<file path="src/rtl/arb_pkg.sv">
package arb_pkg;
  typedef enum logic {
    MODE_BANK = 1'b0,
    MODE_COMB = 1'b1
  } arb_mode_e;
endpackage

</file>
<file path="src/rtl/arb_wc_timer.sv">
module arb_wc_timer #(
  parameter int WC_CYCLES = 250000
) (
  input  logic clk,
  input  logic rst,
  input  logic kick,
  output logic busy
);
  localparam int CW = (WC_CYCLES > 1) ? $clog2(WC_CYCLES) : 1;
  localparam logic [CW-1:0] LOAD = CW'(WC_CYCLES - 1);

  logic [CW-1:0] cnt;

  always_ff @(posedge clk) begin
    if (rst) begin
      busy <= 1'b0;
      cnt  <= '0;
    end else if (kick) begin
      busy <= 1'b1;
      cnt  <= LOAD;
    end else if (busy) begin
      if (cnt == '0) busy <= 1'b0;
      else           cnt  <= cnt - 1'b1;
    end
  end

  AST_WC_RELEASE: assert property (@(posedge clk) disable iff (rst)
    (busy && cnt == '0 && !kick) |=> !busy);
endmodule

</file>
<file path="src/rtl/arb_comb_ptr.sv">
module arb_comb_ptr #(
  parameter int AW = 8
) (
  input  logic          clk,
  input  logic          rst,
  input  logic          inval,
  input  logic          load,
  input  logic [AW:0]   load_addr,
  input  logic          inc,
  output logic [AW:0]   addr,
  output logic          valid
);
  localparam logic [AW:0] LAST_LO  = {1'b0, {AW{1'b1}}};
  localparam logic [AW:0] FIRST_HI = {1'b1, {AW{1'b0}}};
  localparam logic [AW:0] LAST_HI  = {(AW+1){1'b1}};

  always_ff @(posedge clk) begin
    if (rst) begin
      addr  <= '0;
      valid <= 1'b0;
    end else if (inval) begin
      valid <= 1'b0;
    end else if (load) begin
      addr  <= load_addr;
      valid <= 1'b1;
    end else if (inc) begin
      addr  <= addr + 1'b1;
    end
  end

  AST_PTR_CROSS: assert property (@(posedge clk) disable iff (rst)
    (inc && !load && !inval && addr == LAST_LO) |=> addr == FIRST_HI);
  AST_PTR_WRAP: assert property (@(posedge clk) disable iff (rst)
    (inc && !load && !inval && addr == LAST_HI) |=> addr == '0);
endmodule

</file>
<file path="src/rtl/arb_bank_session.sv">
module arb_bank_session (
  input  logic clk,
  input  logic rst,
  input  logic start,
  input  logic wr,
  input  logic end_ev,
  input  logic flush,
  input  logic admit,
  output logic grant,
  output logic wr_q,
  output logic nack,
  output logic taken
);
  assign taken = start & admit;

  always_ff @(posedge clk) begin
    if (rst) begin
      grant <= 1'b0;
      wr_q  <= 1'b0;
      nack  <= 1'b0;
    end else begin
      nack <= start & ~admit;
      if (flush)       grant <= 1'b0;
      else if (taken)  grant <= 1'b1;
      else if (end_ev) grant <= 1'b0;
      if (taken) wr_q <= wr;
    end
  end

  AST_NACK_NO_GRANT: assert property (@(posedge clk) disable iff (rst)
    nack |-> !grant);
  AST_END_RELEASE: assert property (@(posedge clk) disable iff (rst)
    (grant && end_ev && !start) |=> !grant);
endmodule

</file>
<file path="src/rtl/bank_port_arbiter.sv">
module bank_port_arbiter
  import arb_pkg::*;
#(
  parameter int AW        = 8,
  parameter int WC_CYCLES = 250000
) (
  input  logic          clk,
  input  logic          rst,
  input  logic [1:0]    bank_start,
  input  logic [1:0]    bank_wr,
  input  logic [1:0]    bank_end,
  input  logic [1:0]    bank_commit,
  input  logic          ctl_start,
  input  logic          ctl_wr,
  input  logic          ctl_end,
  input  logic          ctl_commit,
  input  logic          ctl_load,
  input  logic [AW:0]   ctl_load_addr,
  input  logic          ctl_inc,
  output logic [1:0]    bank_grant,
  output logic [1:0]    bank_nack,
  output logic          ctl_grant,
  output logic          ctl_nack,
  output logic          wc_busy,
  output logic          mode_comb,
  output logic          mode_switch,
  output logic          ctl_ptr_valid,
  output logic          ctl_bank_sel,
  output logic [AW-1:0] ctl_word_addr
);
  localparam int NPORT = 2;

  logic [NPORT-1:0] bank_wr_q;
  logic [NPORT-1:0] bank_taken;
  logic             ctl_wr_q;
  logic             commit_any;
  logic             lock;
  logic             ctl_ok;
  logic             bank_admit;
  arb_mode_e        mode_q, mode_d;
  logic [AW:0]      ptr_addr;

  assign commit_any = (|(bank_commit & bank_grant & bank_wr_q))
                    | (ctl_commit & ctl_grant & ctl_wr_q);
  assign lock       = wc_busy | commit_any;
  assign ctl_ok     = ctl_start & ~lock & ~(|bank_grant);
  assign bank_admit = ~lock & ~ctl_grant & ~ctl_ok;

  generate
    for (genvar i = 0; i < NPORT; i++) begin : g_port
      arb_bank_session i_sess (
        .clk    (clk),
        .rst    (rst),
        .start  (bank_start[i]),
        .wr     (bank_wr[i]),
        .end_ev (bank_end[i]),
        .flush  (commit_any),
        .admit  (bank_admit),
        .grant  (bank_grant[i]),
        .wr_q   (bank_wr_q[i]),
        .nack   (bank_nack[i]),
        .taken  (bank_taken[i])
      );
    end
  endgenerate

  always_ff @(posedge clk) begin
    if (rst) begin
      ctl_grant <= 1'b0;
      ctl_wr_q  <= 1'b0;
      ctl_nack  <= 1'b0;
    end else begin
      ctl_nack <= ctl_start & ~ctl_ok;
      if (commit_any)   ctl_grant <= 1'b0;
      else if (ctl_ok)  ctl_grant <= 1'b1;
      else if (ctl_end) ctl_grant <= 1'b0;
      if (ctl_ok) ctl_wr_q <= ctl_wr;
    end
  end

  always_comb begin
    mode_d = mode_q;
    if (ctl_ok)           mode_d = MODE_COMB;
    else if (|bank_taken) mode_d = MODE_BANK;
  end

  always_ff @(posedge clk) begin
    if (rst) begin
      mode_q      <= MODE_BANK;
      mode_switch <= 1'b0;
    end else begin
      mode_q      <= mode_d;
      mode_switch <= (mode_d != mode_q);
    end
  end

  assign mode_comb = (mode_q == MODE_COMB);

  arb_wc_timer #(.WC_CYCLES(WC_CYCLES)) i_timer (
    .clk  (clk),
    .rst  (rst),
    .kick (commit_any),
    .busy (wc_busy)
  );

  arb_comb_ptr #(.AW(AW)) i_ptr (
    .clk       (clk),
    .rst       (rst),
    .inval     (mode_d != mode_q),
    .load      (ctl_load & ctl_grant),
    .load_addr (ctl_load_addr),
    .inc       (ctl_inc & ctl_grant),
    .addr      (ptr_addr),
    .valid     (ctl_ptr_valid)
  );

  assign ctl_bank_sel  = ptr_addr[AW];
  assign ctl_word_addr = ptr_addr[AW-1:0];

  AST_BUSY_LOCK: assert property (@(posedge clk) disable iff (rst)
    wc_busy |-> (!ctl_grant && bank_grant == '0));
  AST_COMMIT_IDLE: assert property (@(posedge clk) disable iff (rst)
    commit_any |-> !wc_busy);
  AST_BUSY_NACK: assert property (@(posedge clk) disable iff (rst)
    (wc_busy && ctl_start) |=> ctl_nack);
  AST_CTL_EXCL: assert property (@(posedge clk) disable iff (rst)
    ctl_grant |-> bank_grant == '0);
  AST_BANK_BLOCKS_CTL: assert property (@(posedge clk) disable iff (rst)
    (ctl_start && bank_grant != '0) |=> (ctl_nack && !ctl_grant));
  AST_TIE_CTL: assert property (@(posedge clk) disable iff (rst)
    (ctl_start && bank_start != '0 && !wc_busy && bank_grant == '0 && !ctl_grant)
      |=> (ctl_grant && bank_grant == '0));
  AST_SWITCH_INVAL: assert property (@(posedge clk) disable iff (rst)
    mode_switch |-> !ctl_ptr_valid);
endmodule

</file>
<file path="config.mk">
export PLATFORM = sky130hd
export DESIGN_NAME = bank_port_arbiter
export DESIGN_NICKNAME = d
export VERILOG_FILES = /design/src/rtl/arb_pkg.sv /design/src/rtl/arb_wc_timer.sv /design/src/rtl/arb_comb_ptr.sv /design/src/rtl/arb_bank_session.sv /design/src/rtl/bank_port_arbiter.sv
export SDC_FILE = /design/constraint.sdc
export NUM_CORES = 1
export LEC_CHECK = 0
export BUFFER_PORTS_ARGS = -buffer_cell sky130_fd_sc_hd__buf_2
export CAP_MARGIN = 40
export CORE_MARGIN = 3
export CORE_UTILIZATION = 25
export DETAILED_ROUTE_END_ITERATION = 10
export GPL_TIMING_DRIVEN = 1
export PLACE_DENSITY_LB_ADDON = 0.08
export SLEW_MARGIN = 20
export SYNTH_ARGS = -nofsm -noshare
export SYNTH_HDL_FRONTEND = slang
export SYNTH_SLANG_ARGS = --single-unit
</file>
<file path="constraint.sdc">
create_clock -name clk -period 2.5 [get_ports clk]
set_input_delay 0.5 -clock clk [delete_from_list [all_inputs] [get_ports clk]]
set_output_delay 0.5 -clock clk [all_outputs]
set_load 0.01 [all_outputs]
</file>
==> results of run 1 <==
## Yosys cell counts, types with 3 or more instances
cell,number
a211oi_1,3
a21oi_1,24
a31oi_1,9
and3_1,8
and4_1,3
buf_4,5
clkbuf_1,8
dfxtp_1,40
ha_1,3
inv_1,6
mux2i_1,4
nand2_1,17
nand2b_1,6
nand3_1,16
nand4_1,7
nor2_1,14
nor3_1,10
nor4_1,7
o21a_1,4
o21ai_0,15
o31ai_1,14
o41ai_1,3
or3_1,4
or4_1,4
## final cells by class
cell class	count	share of cell area (%)
Multi-Input combinational cell	198	47.7
Sequential cell	40	31.2
Timing Repair Buffer	52	11.0
Tap cell	105	5.11
Clock buffer	6	2.82
Clock inverter	2	1.36
Inverter	6	0.876
## per-stage QoR
stage	setup WS [ns]	total power [W]	hold WS, ns
2_1_floorplan	0.491	0.000895	0.449
3_3_place_gp	0.376	0.00100	0.484
3_5_place_dp	0.332	0.00100	0.481
4_1_cts	0.274	0.00155	0.441
5_1_grt	0.0727	0.00161	0.451
6_report	0.287	0.00151	0.451
## per-layer routing
metal  vias up  part of all wire, %  GRT usage, %
li1       1083                    -             -
met3         8                  5.5          2.97
met1       988                   46          16.6
met4         0                  1.3          3.89
met5         -                    0             0
met2        49                   47          22.3
## cell families after synthesis
| kind of cell | Yosys count | share of synthesized area (%) |
|---|---|---|
| mux | 4 | 1.87 |
| compound gates | 79 | 23.4 |
| simple gates | 112 | 30.1 |
| fa+ha+maj | 3 | 1.75 |
| buf+inv | 23 | 5.43 |
| flops | 40 | 37.4 |
## power by group through the flow
stage	Sequential, W	Combinational (W)	Clock [W]
after CTS	0.000702	0.000286	0.000557
after floorplan	0.000708	0.000187	0
after detailed placement	0.000717	0.000285	0
after global placement	0.000717	0.000285	0
after global routing	0.000709	0.000319	0.000583
final	0.000702	0.000283	0.000528
## flip-flops by register name, indices dropped and copies added (netlist names)
signal / flops
g_port.i_sess.nack: 2
i_ptr.valid: 1
ctl_nack: 1
mode_comb: 1
i_ptr.addr: 9
i_timer.busy: 1
mode_switch: 1
g_port.i_sess.grant: 2
ctl_grant: 1
g_port.i_sess.wr_q: 2
i_timer.cnt: 18
ctl_wr_q: 1
## worst paths after layout
check / to / cells past startpoint
setup reg to reg: i_timer.cnt[16]$_SDFFE_PP0P_ / 6
hold reg to reg: i_timer.cnt[9]$_SDFFE_PP0P_ / 2
setup / recovery: i_timer.cnt[16]$_SDFFE_PP0P_ / 6
hold / removal: ctl_wr_q$_SDFFE_PP0P_ / 3
## worst reg2reg max path, stage by stage, from the launching register on
cell and delay [ns]:
dfxtp_1 0.34, inv_1 0.11, ha_1 0.18, or4bb_2 0.64
a21oi_1 0.23, or4b_1 0.47, a31oi_1 0.18
==> run summary, run 1 <==
Pwr dens - 589 mW/mm^2
Antenna-violating nets left - 0
Final worst-path cycle share - 88.5%
Min cycle time layout - 2.21 ns
Area leader, netlist - dfxtp_1
Arr. time, crit path - 2.43 ns
Yosys warnings - 0
Final routed DRC violation total - 0
# diodes - 0
HP Class - input port to register
Seq pwr share - 46.4%
Placed Area - 0.00246 sq mm
DPL Wire Length - 4450 microns
Initial antenna violation count - 0
Number of clock sinks - 40
Post-synth EDFFs - 0
Crit-path max cell delay - 0.64 ns
Netlist Area Pre-Place - 0.00214 sq mm
Crit path launch - i_timer.cnt[0]$_SDFFE_PP0P_
Pin count of the biggest net entering global routing - 26
Initial Util - 25.9%
Slew Limit Fails - 0
First-pass GRT wire length - 10500 microns
Count of final setup violators - 0
GR Util All Layers - 13.1%
Data required time of the worst path - 2.72 ns
HP Start - ctl_wr
Sequential cell area - 801 sq um
Maximum fanout along the worst path - 4
Largest delay share family, worst path - simple AND/OR/NAND/NOR gates
WL final - 6170 microns
Type of the worst setup path - register to register
Commonest non-fill, non-tap cell in the layout - buf_2
Net Sw Frac - 28.8%
Initial DRC Count - 97
Filler cell count - 919
Placed insts - 401
# IOs - 44
Setup crit end kind - register
Post-synth cell types - 45
Die Width - 98.6 microns
CTS resizes - 0
Nets@finish - 331
Area grow syn2layout - 20.0%
Grt ovf - 0
Worst-case headroom to the max-slew limit - 58.5%
Slowest CP cell - or4bb_2
Full die area - 0.00972 sq mm
Comb power frac - 18.7%
WL/cell - 15.1 microns
R2R Setup Slk - 0.29 ns
Switch Pwr - 0.000435 W
Die Y-Extent - 98.6 microns
Core area - 0.00826 sq mm
Crit-path cells - inv_1, ha_1, or4bb_2, a21oi_1, or4b_1, a31oi_1
Post-CTS Repair Setup Buffers - 0
Clock Root Buffer - clkbuf_8
Total of max-cap violations - 0
Main synth FF type - dfxtp_1
Lkg Pwr - 0.998 nW
Routed vias/inst - 5.20
Syn Nets - 289
CTS tree - yes
Clock slew at reported path FFs - 0.08 ns
Bufs on Longest Clock Path - 2
RSZ-0062 raised after global routing - false
Register bit total from synthesis - 40
P_int - 0.00108 W
Skew final - 0.00730 ns
Final Non-Filler Cells - 409
Row cnt - 33
Finished Cell Area - 0.00257 sq mm
Final Hold Fails - 0
Clock Latency Late Sink - 0.29 ns
Layout cells sized above 1 - 22.7%
Syn avg cell area - 8.21 sq um
Clk network pwr share - 34.9%
Max Freq - 0.452 GHz
Clock buffer count from CTS - 5
Peak VDD IR - 269 uV
Largest cells by area after synthesis - dfxtp_1 37%, a21oi_1 5.6%, o31ai_1 4.9%
Share of the synthesized area in the top cell type - 37.4%
Most frequent cells in the layout - 43 x buf_2, 40 x dfxtp_1, 24 x a21oi_1, 17 x nand2_1, 16 x nand3_1
Startpoint Class - register
Initial DRT Pass Iterations - 4
Worst r2r src - i_timer.cnt[0]$_SDFFE_PP0P_
Ys async rst share - 0%
Register area share after synthesis - 37.4%
RePlAce Congestion - 0.716
Worst path bufs/invs - 1
Status - finished clean
Setup TNS - 0 ns
I/O Buffers - 43
Area of the multi-input gates - 0.00122 sq mm
Vias - 2128
Vias in the first global route - 2090
H-tree levels - 2
Fin util - 31.1%
Slew @ Worst Pin - 0.623 ns
# hold bufs at CTS - 0
Post-Synthesis Cells - 261
Note: power is estimated with default switching activity, not from simulation.
==> run 2, diff against run 1 <==
Settings changed: BUFFER_PORTS_ARGS -buffer_cell sky130_fd_sc_hd__buf_2 to default, CORE_MARGIN 3 to 4, DONT_BUFFER_PORTS from default to 1.
==> run 2 against run 1 <==
Register-to-register slack gained 0.05 ns. Worst hold slack lost 0.19 ns. Non-clock buffer count shrank 42. Global-route usage shrank 1.1 points. Die area grew 4.1%.
==> run summary, run 2 (synthesis gave the netlist of run 1 again) <==
WHS Path Cells - 1 (-2)
# hold bufs at CTS - 0 (unchanged)
Slew @ Worst Pin - 0.668 ns (+0.0459 ns)
Row cnt - 33 (unchanged)
Pin count of the biggest net entering global routing - 27 (+3.8%)
Setup crit end kind - register
Regs by FF count - i_timer.cnt x18, i_ptr.addr x9
Placed Area - 0.00225 sq mm (-8.4%)
Maximum fanout along the worst path - 4 (unchanged)
Die Width - 101 microns (+2.0%)
Initial antenna violation count - 0 (unchanged)
Grt ovf - 0 (unchanged)
Vias in the first global route - 1867 (-11%)
# diodes - 0 (unchanged)
Final WS setup - 0.335 ns (+0.0479 ns)
Count of final setup violators - 0 (unchanged)
RSZ-0062 raised after global routing - false
Routed vias/inst - 5.46 (+5.0%)
Clock Root Buffer - clkbuf_8
R2R cell count - 6 (unchanged)
Tot Pwr - 0.00151 W (-0.49%)
Pwr dens - 635 mW/mm^2 (+7.9%)
Peak VDD IR - 235 uV (-13%)
Layout cells sized above 1 - 10.7% (-12 points)
Initial DRT Pass Iterations - 4 (unchanged)
Antenna-violating nets left - 0 (unchanged)
Skew final - 0.0111 ns (+0.00383 ns)
Number of clock sinks - 40 (unchanged)
Final worst-path cycle share - 86.6% (-1.9 points)
Total of max-cap violations - 0 (unchanged)
Startpoint Class - register
Setup TNS - 0 ns (unchanged)
Placed insts - 359 (-10%)
Status - finished clean
Final Hold Fails - 0 (unchanged)
Type of the worst setup path - register to register
Slew Limit Fails - 0 (unchanged)
Finished Cell Area - 0.00237 sq mm (-7.8%)
Net Sw Frac - 29.6% (+0.82 points)
Sequential cell area - 801 sq um (unchanged)
CTS tree - yes
Post-CTS Repair Setup Buffers - 0 (unchanged)
WL final - 6040 microns (-2.2%)
GR Util All Layers - 12.0% (-1.1 points)
DP Worst Slack - 0.370 ns (+0.0374 ns)
Worst r2r src - i_timer.cnt[0]$_SDFFE_PP0P_
I/O Buffers - 0 (-100%)
DPL Wire Length - 4360 microns (-2.1%)
Final routed DRC violation total - 0 (unchanged)
Data required time of the worst path - 2.73 ns (about the same)
Core area - 0.00826 sq mm (unchanged)
Comb power frac - 15.3% (-3.4 points)
First-pass GRT wire length - 9770 microns (-6.8%)
Full die area - 0.0101 sq mm (+4.1%)
Max Freq - 0.462 GHz (+2.2%)
Area of the multi-input gates - 0.00122 sq mm (unchanged)
Clk network pwr share - 37.4% (+2.5 points)
Worst-case headroom to the max-slew limit - 55.1% (-3.4 points)
R2R Setup Slk - 0.33 ns (+0.05 ns)
Area grow syn2layout - 10.6%
Max reg flops - 18 (unchanged)
Die Y-Extent - 101 microns (+2.0%)
Nets@finish - 289 (-13%)
WL/cell - 16.5 microns (+9.0%)
Filler cell count - 893 (-2.8%)
FF-to-FF End - i_timer.cnt[14]$_SDFFE_PP0P_
Vias - 2004 (-5.8%)
Commonest non-fill, non-tap cell in the layout - dfxtp_1
HP Start - rst
Min cycle time layout - 2.17 ns (-0.0479 ns)
Final Non-Filler Cells - 367 (-10%)
Arr. time, crit path - 2.39 ns (-0.04 ns)
P_int - 0.00106 W (-1.6%)
H-tree levels - 2 (unchanged)
Clock buffer count from CTS - 5 (unchanged)
Initial Util - 25.9% (unchanged)
Largest register by flop count - i_timer.cnt
Seq pwr share - 47.3% (+0.9 points)
Bufs on Longest Clock Path - 2 (unchanged)
# IOs - 44 (unchanged)
Most frequent cells in the layout - 40 x dfxtp_1, 24 x a21oi_1, 17 x nand2_1, 16 x nand3_1, 15 x o21ai_0
Switch Pwr - 0.000446 W (+2.3%)
Hold endpoint - g_port[0].i_sess.wr_q$_SDFFE_PP0P_
Crit path launch - i_timer.cnt[0]$_SDFFE_PP0P_
Initial DRC Count - 102 (+5.2%)
HP Class - input port to register
Clock slew at reported path FFs - 0.09 ns (about the same)
Clock Latency Late Sink - 0.30 ns (about the same)
RePlAce Congestion - 0.731 (+2.1%)
CTS resizes - 0 (unchanged)
Lkg Pwr - 0.808 nW (-19%)
-- run 2: through the flow --
step	utilization [%]	hold slack, ns
2_1_floorplan	-	0.449
3_3_place_gp	27.3	0.472
3_5_place_dp	27.3	0.472
4_1_cts	28.7	0.247
5_1_grt	28.7	0.244
6_report	28.7	0.257
-- run 2: power by group through the flow --
stage | sequential, W | combinational (W) | clock [W]
floorplan | 0.000708 | 0.000187 | 0
global placement | 0.000728 | 0.000235 | 0
detailed placement | 0.000728 | 0.000232 | 0
CTS | 0.000713 | 0.000232 | 0.000582
global route | 0.000718 | 0.000258 | 0.000607
finish | 0.000712 | 0.000231 | 0.000563
-- run 2: routing by layer --
metal  part of all wire [%]  up-vias  global-route usage, %  routed length [microns]
met4                    1.3        0                   3.42                       78
met1                     47      952                   16.1                     2860
met5                      0        -                      0                        0
met3                    5.1        9                   3.25                      311
met2                     46       42                   19.0                     2790
li1                       -     1001                      -                        -
-- run 2: how the worst max path moves through the flow --
stage                                              end  slack [ns]
final                     i_timer.cnt[14]$_SDFFE_PP0P_        0.33
after global routing      i_timer.cnt[16]$_SDFFE_PP0P_        0.16
after CTS                 i_timer.cnt[16]$_SDFFE_PP0P_        0.33
after detailed placement  i_timer.cnt[16]$_SDFFE_PP0P_        0.37
after global placement    i_timer.cnt[14]$_SDFFE_PP0P_        0.40
after floorplan           i_timer.cnt[13]$_SDFFE_PP0P_        0.49
-- run 2: area by class of cell --
type	instances	share of cell area, %
Sequential cell	40	33.8
Tap cell	105	5.54
Clock inverter	3	1.95
Multi-Input combinational cell	198	51.7
Inverter	6	0.950
Clock buffer	5	2.90
Timing Repair Buffer	10	3.17
-- run 2: worst max-delay path, stage by stage (launching register included) --
cell and delay (ns):
dfxtp_1 0.35, inv_1 0.11, ha_1 0.17, or4bb_2 0.64, a21oi_1 0.22, or4b_1 0.45
a31oi_1 0.16
